[config.mk]
export PLATFORM = sky130hd
export DESIGN_NAME = hazard_unit
export DESIGN_NICKNAME = d
export VERILOG_FILES = /design/src/rtl/hazard_pkg.sv /design/src/rtl/fwd_select.sv /design/src/rtl/load_use_detect.sv /design/src/rtl/flow_ctrl.sv /design/src/rtl/hazard_unit.sv
export SDC_FILE = /design/constraint.sdc
export NUM_CORES = 1
export LEC_CHECK = 0
export BUFFER_PORTS_ARGS = -buffer_cell sky130_fd_sc_hd__buf_2
export CORE_AREA = 2 2 39 41
export DETAILED_ROUTE_END_ITERATION = 7
export DIE_AREA = 0 0 41 43
export GPL_TIMING_DRIVEN = 0
export PLACE_DENSITY_LB_ADDON = 0.08
export SLEW_MARGIN = 10
export SYNTH_ARGS = -nofsm -noshare
export SYNTH_HDL_FRONTEND = slang
export SYNTH_SLANG_ARGS = --single-unit
[constraint.sdc]
create_clock -name vclk -period 1
set_input_delay 0.05 -clock vclk [all_inputs]
set_output_delay 0.05 -clock vclk [all_outputs]
set_load 0.02 [all_outputs]
[src/rtl/hazard_pkg.sv]
package hazard_pkg;
  typedef enum logic [1:0] {
    FWD_RF  = 2'b00,
    FWD_WB  = 2'b01,
    FWD_MEM = 2'b10
  } fwd_sel_e;
endpackage

[src/rtl/fwd_select.sv]
module fwd_select
  import hazard_pkg::*;
#(
  parameter int AW = 5
) (
  input  logic [AW-1:0] src,
  input  logic          mem_wr_en,
  input  logic [AW-1:0] mem_dst,
  input  logic          wb_wr_en,
  input  logic [AW-1:0] wb_dst,
  output fwd_sel_e      sel
);
  logic mem_hit;
  logic wb_hit;

  assign mem_hit = mem_wr_en && (mem_dst != '0) && (mem_dst == src);
  assign wb_hit  = wb_wr_en  && (wb_dst  != '0) && (wb_dst  == src);

  // newer result wins
  always_comb begin
    if (mem_hit)     sel = FWD_MEM;
    else if (wb_hit) sel = FWD_WB;
    else             sel = FWD_RF;
  end
endmodule

[src/rtl/load_use_detect.sv]
module load_use_detect #(
  parameter int AW = 5
) (
  input  logic [AW-1:0] id_src1,
  input  logic [AW-1:0] id_src2,
  input  logic          ex_is_load,
  input  logic [AW-1:0] ex_dst,
  output logic          hazard
);
  assign hazard = ex_is_load && ((ex_dst == id_src1) || (ex_dst == id_src2));
endmodule

[src/rtl/flow_ctrl.sv]
module flow_ctrl (
  input  logic hazard,
  input  logic br_taken,
  output logic hold_pc,
  output logic hold_ifid,
  output logic bubble_idex,
  output logic flush_ifid
);
  logic stall;

  // redirect overrides a stall request
  assign stall       = hazard && !br_taken;
  assign hold_pc     = stall;
  assign hold_ifid   = stall;
  assign bubble_idex = stall;
  assign flush_ifid  = br_taken;
endmodule

[src/rtl/hazard_unit.sv]
module hazard_unit
  import hazard_pkg::*;
#(
  parameter int NUM_REGS = 32,
  localparam int REG_AW  = (NUM_REGS > 1) ? $clog2(NUM_REGS) : 1
) (
  input  logic [REG_AW-1:0] id_src1,
  input  logic [REG_AW-1:0] id_src2,
  input  logic [REG_AW-1:0] ex_src1,
  input  logic [REG_AW-1:0] ex_src2,
  input  logic [REG_AW-1:0] ex_dst,
  input  logic              ex_is_load,
  input  logic [REG_AW-1:0] mem_dst,
  input  logic              mem_wr_en,
  input  logic [REG_AW-1:0] wb_dst,
  input  logic              wb_wr_en,
  input  logic              id_br_taken,
  output logic [1:0]        fwd_sel1,
  output logic [1:0]        fwd_sel2,
  output logic              hold_pc,
  output logic              hold_ifid,
  output logic              bubble_idex,
  output logic              flush_ifid
);
  localparam int NUM_OPS = 2;

  logic [REG_AW-1:0] op_src [NUM_OPS];
  fwd_sel_e          op_sel [NUM_OPS];
  logic              lu_hazard;

  assign op_src[0] = ex_src1;
  assign op_src[1] = ex_src2;

  for (genvar g = 0; g < NUM_OPS; g++) begin : g_op
    fwd_select #(.AW(REG_AW)) u_sel (
      .src       (op_src[g]),
      .mem_wr_en (mem_wr_en),
      .mem_dst   (mem_dst),
      .wb_wr_en  (wb_wr_en),
      .wb_dst    (wb_dst),
      .sel       (op_sel[g])
    );
  end

  assign fwd_sel1 = op_sel[0];
  assign fwd_sel2 = op_sel[1];

  load_use_detect #(.AW(REG_AW)) u_lu (
    .id_src1    (id_src1),
    .id_src2    (id_src2),
    .ex_is_load (ex_is_load),
    .ex_dst     (ex_dst),
    .hazard     (lu_hazard)
  );

  flow_ctrl u_flow (
    .hazard      (lu_hazard),
    .br_taken    (id_br_taken),
    .hold_pc     (hold_pc),
    .hold_ifid   (hold_ifid),
    .bubble_idex (bubble_idex),
    .flush_ifid  (flush_ifid)
  );
endmodule

==> flow_summary.ini, run 1 <==
[worst_setup_path]
path_max_fanout = 3
cp_data_arrival_time_ps = 1270
critical-path-slowest-cell = or4_4
path_class = input pin to output pin
cp.required_ps = 950
path_common_cell = nor4_4
worstPathCellList = buf_8 -> or4_4 -> o21ai_4 -> nor4_4 -> nor4_4 -> buf_4
stage_delay_of_the_slowest_cell_on_the_critical_path_ps = 540
critPathBufInv = 2
start_kind = input pin
cp_top_family = simple AND/OR/NAND/NOR gates
worst_setup_path_end_kind = output pin

[detailed_routing]
drt_first_iter_violations = 5
first_pass_iters = 3
number_of_vias_per_cell_after_detailed_routing = 4.542
drt.antenna.violating_nets = 0
detail_route.wl_per_cell_um = 10.51
drcViolationCount = 0
vias = 536
wirelength_um = 1240

[floorplanning]
start_util_pct = 30.56
placeableCoreArea_mm2 = 0.001384
die_area_mm2 = 0.001763
die_height_um = 43
ioPinCount = 47
std_cell_rows = 14
die_w_um = 41

[placed_design]
port_buffers = 47
routabilityCongestion = 0.7620
place_inst = 116

[timing]
final-setup-viol-count = 7
grt_setup_unrepaired = yes
finalHoldViolations = 0
maxSlewViolCount = 0
final_min_period_over_clock_period_pct = 132.4
slew_at_the_pin_closest_to_its_max_slew_limit_ps = 295.5
worst_slack_ps = -324.4
max_freq_mhz = 755.1
clock_period_minus_worst_slack_ps = 1324
maxSlewHeadroom_pct = 80.15

[grt]
global_route.overflow_total = 0
global_route.usage.total_pct = 13.69
grt_first_pass_wirelength_um = 1787
antenna_found_initial = 0
first_global_vias = 500
maximum_number_of_pins_on_one_net_before_global_route_repair = 4

[outcome]
status = finished, violations left
violations_in_the_final_reports = negative setup slack

[layout]
final_cells = 118
syn_to_final_growth_pct = 104.7
fin_nets = 143
seq_cell_count = 0
diodes = 0
sequential_cell_area_um2 = 0
clock_buffers = 0
drive_above_1_share_pct = 63.73
num-fill-cells = 125

[pwr]
totalPowerFinal_uw = 341.7
peakVddDrop_mv = 0.2230
power_per_cell_area_mw_per_mm2 = 394.7
power.leakage_uw = 0.0003807

[yosys]
synth.avg_cell_area_um2 = 7.979
synthesis.yosys.warnings = 0
netlist_instances = 53
synth_top_cell_area_share_pct = 37.28
most_area_consuming_cells_after_synthesis = xnor2_1, xor2_1, buf_4
post_syn_nets = 92
ys_seq_area_share_pct = 0
syn-cell-area_um2 = 422.9
synth.distinct_cells = 13
synth_area_leader_cell = xnor2_1

[job]
maxCapViolCount = 0

[worst_hold_path]
min-delay-path-class = input pin to output pin

[clock_tree]
holdBufCountCts = 0
-- power breakdown --
part           internal, uW  switching (uW)
logic                   188             154
clock network             0               0
registers                 0               0
total                   188             154
-- cells by family (layout without fill, tap and decap cells) --
| kind of cell | after synthesis | count (layout) | share of synthesized area [%] |
|---|---|---|---|
| AO/OA/AOI/OAI | 2 | 2 | 3.847 |
| XOR/XNOR | 30 | 30 | 62.13 |
| buffers and inverters | 5 | 54 | 8.877 |
| AND/OR/NAND/NOR | 16 | 16 | 25.15 |
-- final timing paths --
kind / startpoint / endpoint / slack, ps / cells past startpoint
worst max-delay path: mem_dst[4] / fwd_sel2[0] / -320 / 6
worst min-delay path: id_br_taken / bubble_idex / 390 / 3
-- cells in the mapped netlist --
| cell | count |
|---|---|
| xnor2_1 | 18 |
| xor2_1 | 12 |
| buf_4 | 5 |
| nor4_1 | 4 |
| nand2_1 | 2 |
| nand3_1 | 2 |
| nand4_1 | 2 |
| nor4_2 | 2 |
| or4_1 | 2 |
| a22oi_1 | 1 |
| nor2_1 | 1 |
| nor3b_1 | 1 |
| o21ai_2 | 1 |
-- timing repair --
item,CTS,global route
gates resized for setup,25,5
pin swaps,11,6
buffers inserted,1,1
setup endpoints to repair,7,7
-- per-stage QoR --
step / hold slack [ps] / setup TNS (ps) / setup slack [ps] / cell area, um^2 / util [%]
after floorplan: 158.9 / -1111 / -247.6 / 457.9 / -
after global placement: 392.9 / -2490 / -469.3 / 713.2 / 51.54
after detailed placement: 395.2 / -2501 / -469.0 / 713.2 / 51.54
after CTS: 395.2 / -1962 / -327.8 / 825.8 / 59.67
after global routing: 410.9 / -2278 / -388.2 / 865.8 / 62.57
final: 392.0 / -1876 / -324.4 / 865.8 / 62.57
-- layer usage --
layer	GRT usage (%)	vias to the layer above	share of wire, %
li1	-	278	-
met1	17.72	235	40
met2	25.00	23	54
met3	0.5236	0	6.3
met4	0	0	0
met5	0	-	0
-- layout by cell type (no fill, tap or decap) --
cell     count
nand4_1      2
nor2_2       1
xnor2_1     16
xor2_1      12
nor4_1       2
or4_1        1
nand2_1      2
buf_2       32
xnor2_2      2
a22oi_1      1
buf_6       11
nor4_4       4
buf_8        1
nand3_2      1
nand3_1      1
or4_4        1
nor3b_2      1
buf_4       10
o21ai_4      1
-- cell type report --
class	count	area (um^2)	share of cell area [%]
multi-input cells	48	471.7	54.48
well taps	16	20.02	2.312
repair buffers	49	336.6	38.87
plain buffers	5	37.54	4.335
(Power assumes the default switching activity.)
==> inputs of run 2 (changes only) <==
Settings changed: CORE_AREA 2 2 39 41 to default, CORE_MARGIN from default to 2, CORE_UTILIZATION from default to 34, DIE_AREA 0 0 41 43 to default, SYNTH_HIERARCHICAL from default to 1.
==> run 2 against run 1 <==
  * The flow still finishes with violations (negative setup slack)
  * First-iteration DRC count is 40% lower
  * Die area is 4.2% lower
  * Hold slack better by 14 ps
  * Global-route usage is 3.7 points higher
  * Sequential cell count stayed put
  * Maximum frequency is 28% higher
  * Via count is 14% higher
  * Combinational power is 28% higher
  * Clock-buffer cell count stayed put
  * Largest power group unchanged
  * Highest routed layer unchanged
==> flow_summary.ini, run 2 <==
[outcome]
status = finished, violations left
violations_in_the_final_reports = negative setup slack

[floorplanning]
start_util_pct = 35.96
die_height_um = 41.10
die_w_um = 41.10
die_area_mm2 = 0.001689
placeableCoreArea_mm2 = 0.001301
std_cell_rows = 13
ioPinCount = 47

[layout]
layout.cells.most_common = buf_6
fin_nets = 149
mostFrequentLayoutCells = buf_6, buf_2, xnor2_2
final_cells = 123
layout.core_utilization_pct = 81.35
syn_to_final_growth_pct = 126.2
clock_buffers = 0
drive_above_1_share_pct = 69.44
sequential_cell_area_um2 = 0
stdcell_area_mm2 = 0.001059
diodes = 0
seq_cell_count = 0

[worst_hold_path]
holdCritStartpoint = id_br_taken
min-delay-path-class = input pin to output pin
min_delay_path_depth = 3
worst_hold_path.endpoint = bubble_idex

[worst_setup_path]
path_class = input pin to output pin
critPathBufInv = 3
cp.required_ps = 950
critical-path-slowest-cell = nor2b_4
stage_delay_of_the_slowest_cell_on_the_critical_path_ps = 200
startpoint = id_src1[1]
cp_data_arrival_time_ps = 980
cp_top_family = simple AND/OR/NAND/NOR gates
worst_setup_path_end_kind = output pin
path_common_cell = buf_6
start_kind = input pin
path_max_fanout = 3
worstPathCellList = buf_6 -> xnor2_2 -> nand4_1 -> o22ai_1 -> nor2b_4 -> buf_6 -> buf_6

[job]
maxCapViolCount = 0

[yosys]
netlist_top_cells_count = xnor2_1, nand2_1, xor2_1, buf_4
syn-cell-area_um2 = 467.9
synthesis.yosys.warnings = 6
synth.distinct_cells = 15
synth.most_common_cell = xnor2_1
most_area_consuming_cells_after_synthesis = xnor2_1, xor2_1, buf_4
netlist_instances = 61
synth_top_cell_area_share_pct = 37.43
synth_area_leader_cell = xnor2_1
synth.avg_cell_area_um2 = 7.671
ys_seq_area_share_pct = 0
post_syn_nets = 100

[clock_tree]
postCtsSetupRepairBufs = 0

[grt]
antenna_found_initial = 0
grt_first_pass_wirelength_um = 2007
maximum_number_of_pins_on_one_net_before_global_route_repair = 5
global_route.overflow_total = 0
first_global_vias = 529
global_route.usage.total_pct = 17.41

[placed_design]
port_buffers = 47
place_inst = 123
dpl_cell_area_um2 = 721.9
routabilityCongestion = 0.6289
dp.final_hpwl_um = 1121

[detailed_routing]
first_pass_iters = 2
drt.antenna.violating_nets = 0
drt_first_iter_violations = 3
drcViolationCount = 0
number_of_vias_per_cell_after_detailed_routing = 4.976
wirelength_um = 1687
detail_route.wl_per_cell_um = 13.72
vias = 612

[timing]
slew_at_the_pin_closest_to_its_max_slew_limit_ps = 331.2
grt_setup_unrepaired = yes
final_min_period_over_clock_period_pct = 103.1
holdWs_ps = 406.5
worst_slack_ps = -30.76
clock_period_minus_worst_slack_ps = 1031
maxSlewHeadroom_pct = 77.72
maxSlewViolCount = 0
totalNegativeSetupSlack_ps = -79.00
max_freq_mhz = 970.2
finalHoldViolations = 0
final-setup-viol-count = 5

[pwr]
power.leakage_uw = 0.0004748
peakVddDrop_mv = 0.2726
power_per_cell_area_mw_per_mm2 = 412.6
run 2: timing repair:
action / in CTS / in global routing
resized for setup: 41 / 29
cloned: 0 / 0
setup endpoints to repair: 7 / 7
hold buffers: 0 / 0
pin swaps: 29 / 20
run 2: where the power goes:
group / total, uW / internal, uW / switching, uW
logic: 437 / 259 / 178
clock network: 0 / 0 / 0
registers: 0 / 0 / 0
total: 437 / 259 / 178
run 2: cells by family (layout without fill, tap and decap cells):
| kind of cell | count (synthesis) | count (layout) | synth area share (%) |
|---|---|---|---|
| buffers and inverters | 5 | 52 | 8.022 |
| AO/OA/AOI/OAI | 7 | 7 | 15.78 |
| AND/OR/NAND/NOR | 23 | 23 | 27.54 |
| XOR/XNOR | 26 | 26 | 48.66 |
run 2: worst max-delay path by stage:
stage,endpoint,slack [ps],cells past startpoint
6_report,hold_pc,-30,7
3_5_place_dp,hold_ifid,-100,7
5_1_grt,hold_pc,-120,7
2_1_floorplan,fwd_sel1[0],80,3
4_1_cts,hold_pc,-20,7
3_3_place_gp,hold_pc,-90,7
run 2: through the flow:
stage / power [uW] / worst slack [ps]
after CTS: 355.6 / -22.17
after global placement: 280.0 / -87.62
after global routing: 462.9 / -123.0
final: 436.8 / -30.76
after detailed placement: 284.9 / -95.24
after floorplan: 144.2 / 81.04
run 2: area by class of cell:
cell class / count / area, um^2
Buffer: 5 / 45.04
Timing Repair Buffer: 47 / 421.7
Fill cell: 93 / 242.7
Tap cell: 15 / 18.77
Multi-Input combinational cell: 56 / 573.1
run 2: metal layers:
metal / up-vias / global-route usage (%) / wire length, um
li1: 305 / - / -
met1: 280 / 16.56 / 523
met2: 27 / 40.63 / 1060
met3: 0 / 0.5435 / 103
met4: 0 / 0 / 0
met5: - / 0 / 0
==> inputs of run 3 (changes only) <==
--- a/config.mk
+++ b/config.mk
@@ -7,6 +7,6 @@
 export LEC_CHECK = 0
-export BUFFER_PORTS_ARGS = -buffer_cell sky130_fd_sc_hd__buf_2
-export CORE_MARGIN = 2
-export CORE_UTILIZATION = 34
+export CORE_AREA = 2 2 39 41
 export DETAILED_ROUTE_END_ITERATION = 7
+export DIE_AREA = 0 0 41 43
+export DONT_BUFFER_PORTS = 1
 export GPL_TIMING_DRIVEN = 0
@@ -16,3 +16,2 @@
 export SYNTH_HDL_FRONTEND = slang
-export SYNTH_HIERARCHICAL = 1
 export SYNTH_SLANG_ARGS = --single-unit
==> constraint.sdc (replaced) <==
create_clock -name vclk -period 1
set_input_delay 0.15 -clock vclk [all_inputs]
set_output_delay 0.15 -clock vclk [all_outputs]
set_load 0.02 [all_outputs]
==> run 3 against run 2 <==
  * The run still ends with negative setup slack left
  * Worst setup slack worse by 460 ps
  * Sequential share of layout area is the same
  * Hold slack got worse by 59 ps
  * Via count shrank 41%
  * Combinational power shrank 59%
  * Clock-buffer cell count unchanged
  * Final area is 49% lower
  * Sequential cell count stayed put
  * Non-clock buffer count is 46 lower
  * Critical endpoint unchanged
  * Largest cell class unchanged
  * Highest routed layer unchanged
==> flow_summary.ini, run 3 (synthesized netlist as in run 1, its figures left out) <==
[outcome]
status = finished, violations left
violations_in_the_final_reports = negative setup slack

[floorplanning]
die_area_mm2 = 0.001763
die_height_um = 43
start_util_pct = 30.56
die_w_um = 41
ioPinCount = 47
placeableCoreArea_mm2 = 0.001384
std_cell_rows = 14

[grt]
global_route.overflow_total = 0
first_global_vias = 355
grt_first_pass_wirelength_um = 1428
global_route.usage.total_pct = 10.99
maximum_number_of_pins_on_one_net_before_global_route_repair = 4
antenna_found_initial = 0

[timing]
final_min_period_over_clock_period_pct = 148.8
maxSlewHeadroom_pct = 73.19
worst_slack_ps = -487.9
finalHoldViolations = 0
slew_at_the_pin_closest_to_its_max_slew_limit_ps = 398.8
max_freq_mhz = 672.1
grt_setup_unrepaired = yes
maxSlewViolCount = 0
clock_period_minus_worst_slack_ps = 1488
final-setup-viol-count = 7
holdWs_ps = 347.1

[placed_design]
dpl_cell_area_um2 = 478.0
routabilityCongestion = 0.6297
port_buffers = 0
dp.final_hpwl_um = 902
dpl_worst_slack_ps = -555.9

[worst_setup_path]
path_max_fanout = 3
worst_setup_path_end_kind = output pin
worstPathCellList = xor2_1 -> nor4_1 -> a22oi_2 -> nor3b_4 -> buf_6
critPathBufInv = 1
cp.required_ps = 850
start_kind = input pin
cp_top_family = simple AND/OR/NAND/NOR gates
stage_delay_of_the_slowest_cell_on_the_critical_path_ps = 400
path_class = input pin to output pin
cp_data_arrival_time_ps = 1340
critical-path-slowest-cell = nor3b_4

[detailed_routing]
top_layer = met3
first_pass_iters = 2
wl_met2_um = 450
wirelength_um = 962
number_of_vias_per_cell_after_detailed_routing = 5.186
drcViolationCount = 0
vias = 363
routedLengthMet1_um = 378
drt_first_iter_violations = 5
drt.antenna.violating_nets = 0
detail_route.wl_per_cell_um = 13.74
route.met3.wl_um = 134

[pwr]
power_per_cell_area_mw_per_mm2 = 334.5
peakVddDrop_mv = 0.1336
power.leakage_uw = 0.0001556

[layout]
layout.cells.most_common = xnor2_1
layout.core_utilization_pct = 39.15
drive_above_1_share_pct = 29.63
mostFrequentLayoutCells = xnor2_1, xor2_1, nor4_4, buf_4, buf_6
syn_to_final_growth_pct = 28.11
clock_buffers = 0
fin_nets = 95
diodes = 0
sequential_cell_area_um2 = 0
stdcell_area_um2 = 541.8
seq_cell_count = 0

[job]
maxCapViolCount = 0

[worst_hold_path]
min-delay-path-class = input pin to output pin
run 3: per-stage QoR:
stage | total power [uW] | instances | setup TNS (ps)
6_report | 181.2 | 70 | -2677
5_1_grt | 201.2 | 70 | -3173
4_1_cts | 172.9 | 70 | -2935
3_5_place_dp | 161.4 | 69 | -3035
3_3_place_gp | 161.8 | 69 | -3108
2_1_floorplan | 147.1 | 53 | -2511
run 3: what timing repair did:
| item | CTS | global route |
|---|---|---|
| pin swaps | 6 | 5 |
| setup endpoints to repair | 7 | 7 |
| gates resized for setup | 4 | 6 |
| hold buffers | 0 | 0 |
| setup buffers | 1 | 0 |
run 3: power by group:
group          internal (uW)  switching (uW)  leakage [uW]  total [uW]
registers                  0               0             0           0
logic                    103            78.7      0.000156         181
clock network              0               0             0           0
total                    103            78.7      0.000156         181
run 3: routing by layer:
metal,vias to the layer above,global-route usage (%)
met5,-,0
met4,0,0
li1,181,-
met2,23,17.19
met1,159,16.46
met3,0,1.571
run 3: area by class of cell:
class | instances | area (um^2)
Tap cell | 16 | 20.02
Fill cell | 156 | 842.1
Multi-Input combinational cell | 48 | 465.4
Buffer | 5 | 48.80
Timing Repair Buffer | 1 | 7.507
run 3: worst paths after layout:
kind         from     endpoint  slack, ps  cells past startpoint
max    id_src1[2]      hold_pc       -490                      5
min   id_br_taken  bubble_idex        350                      1
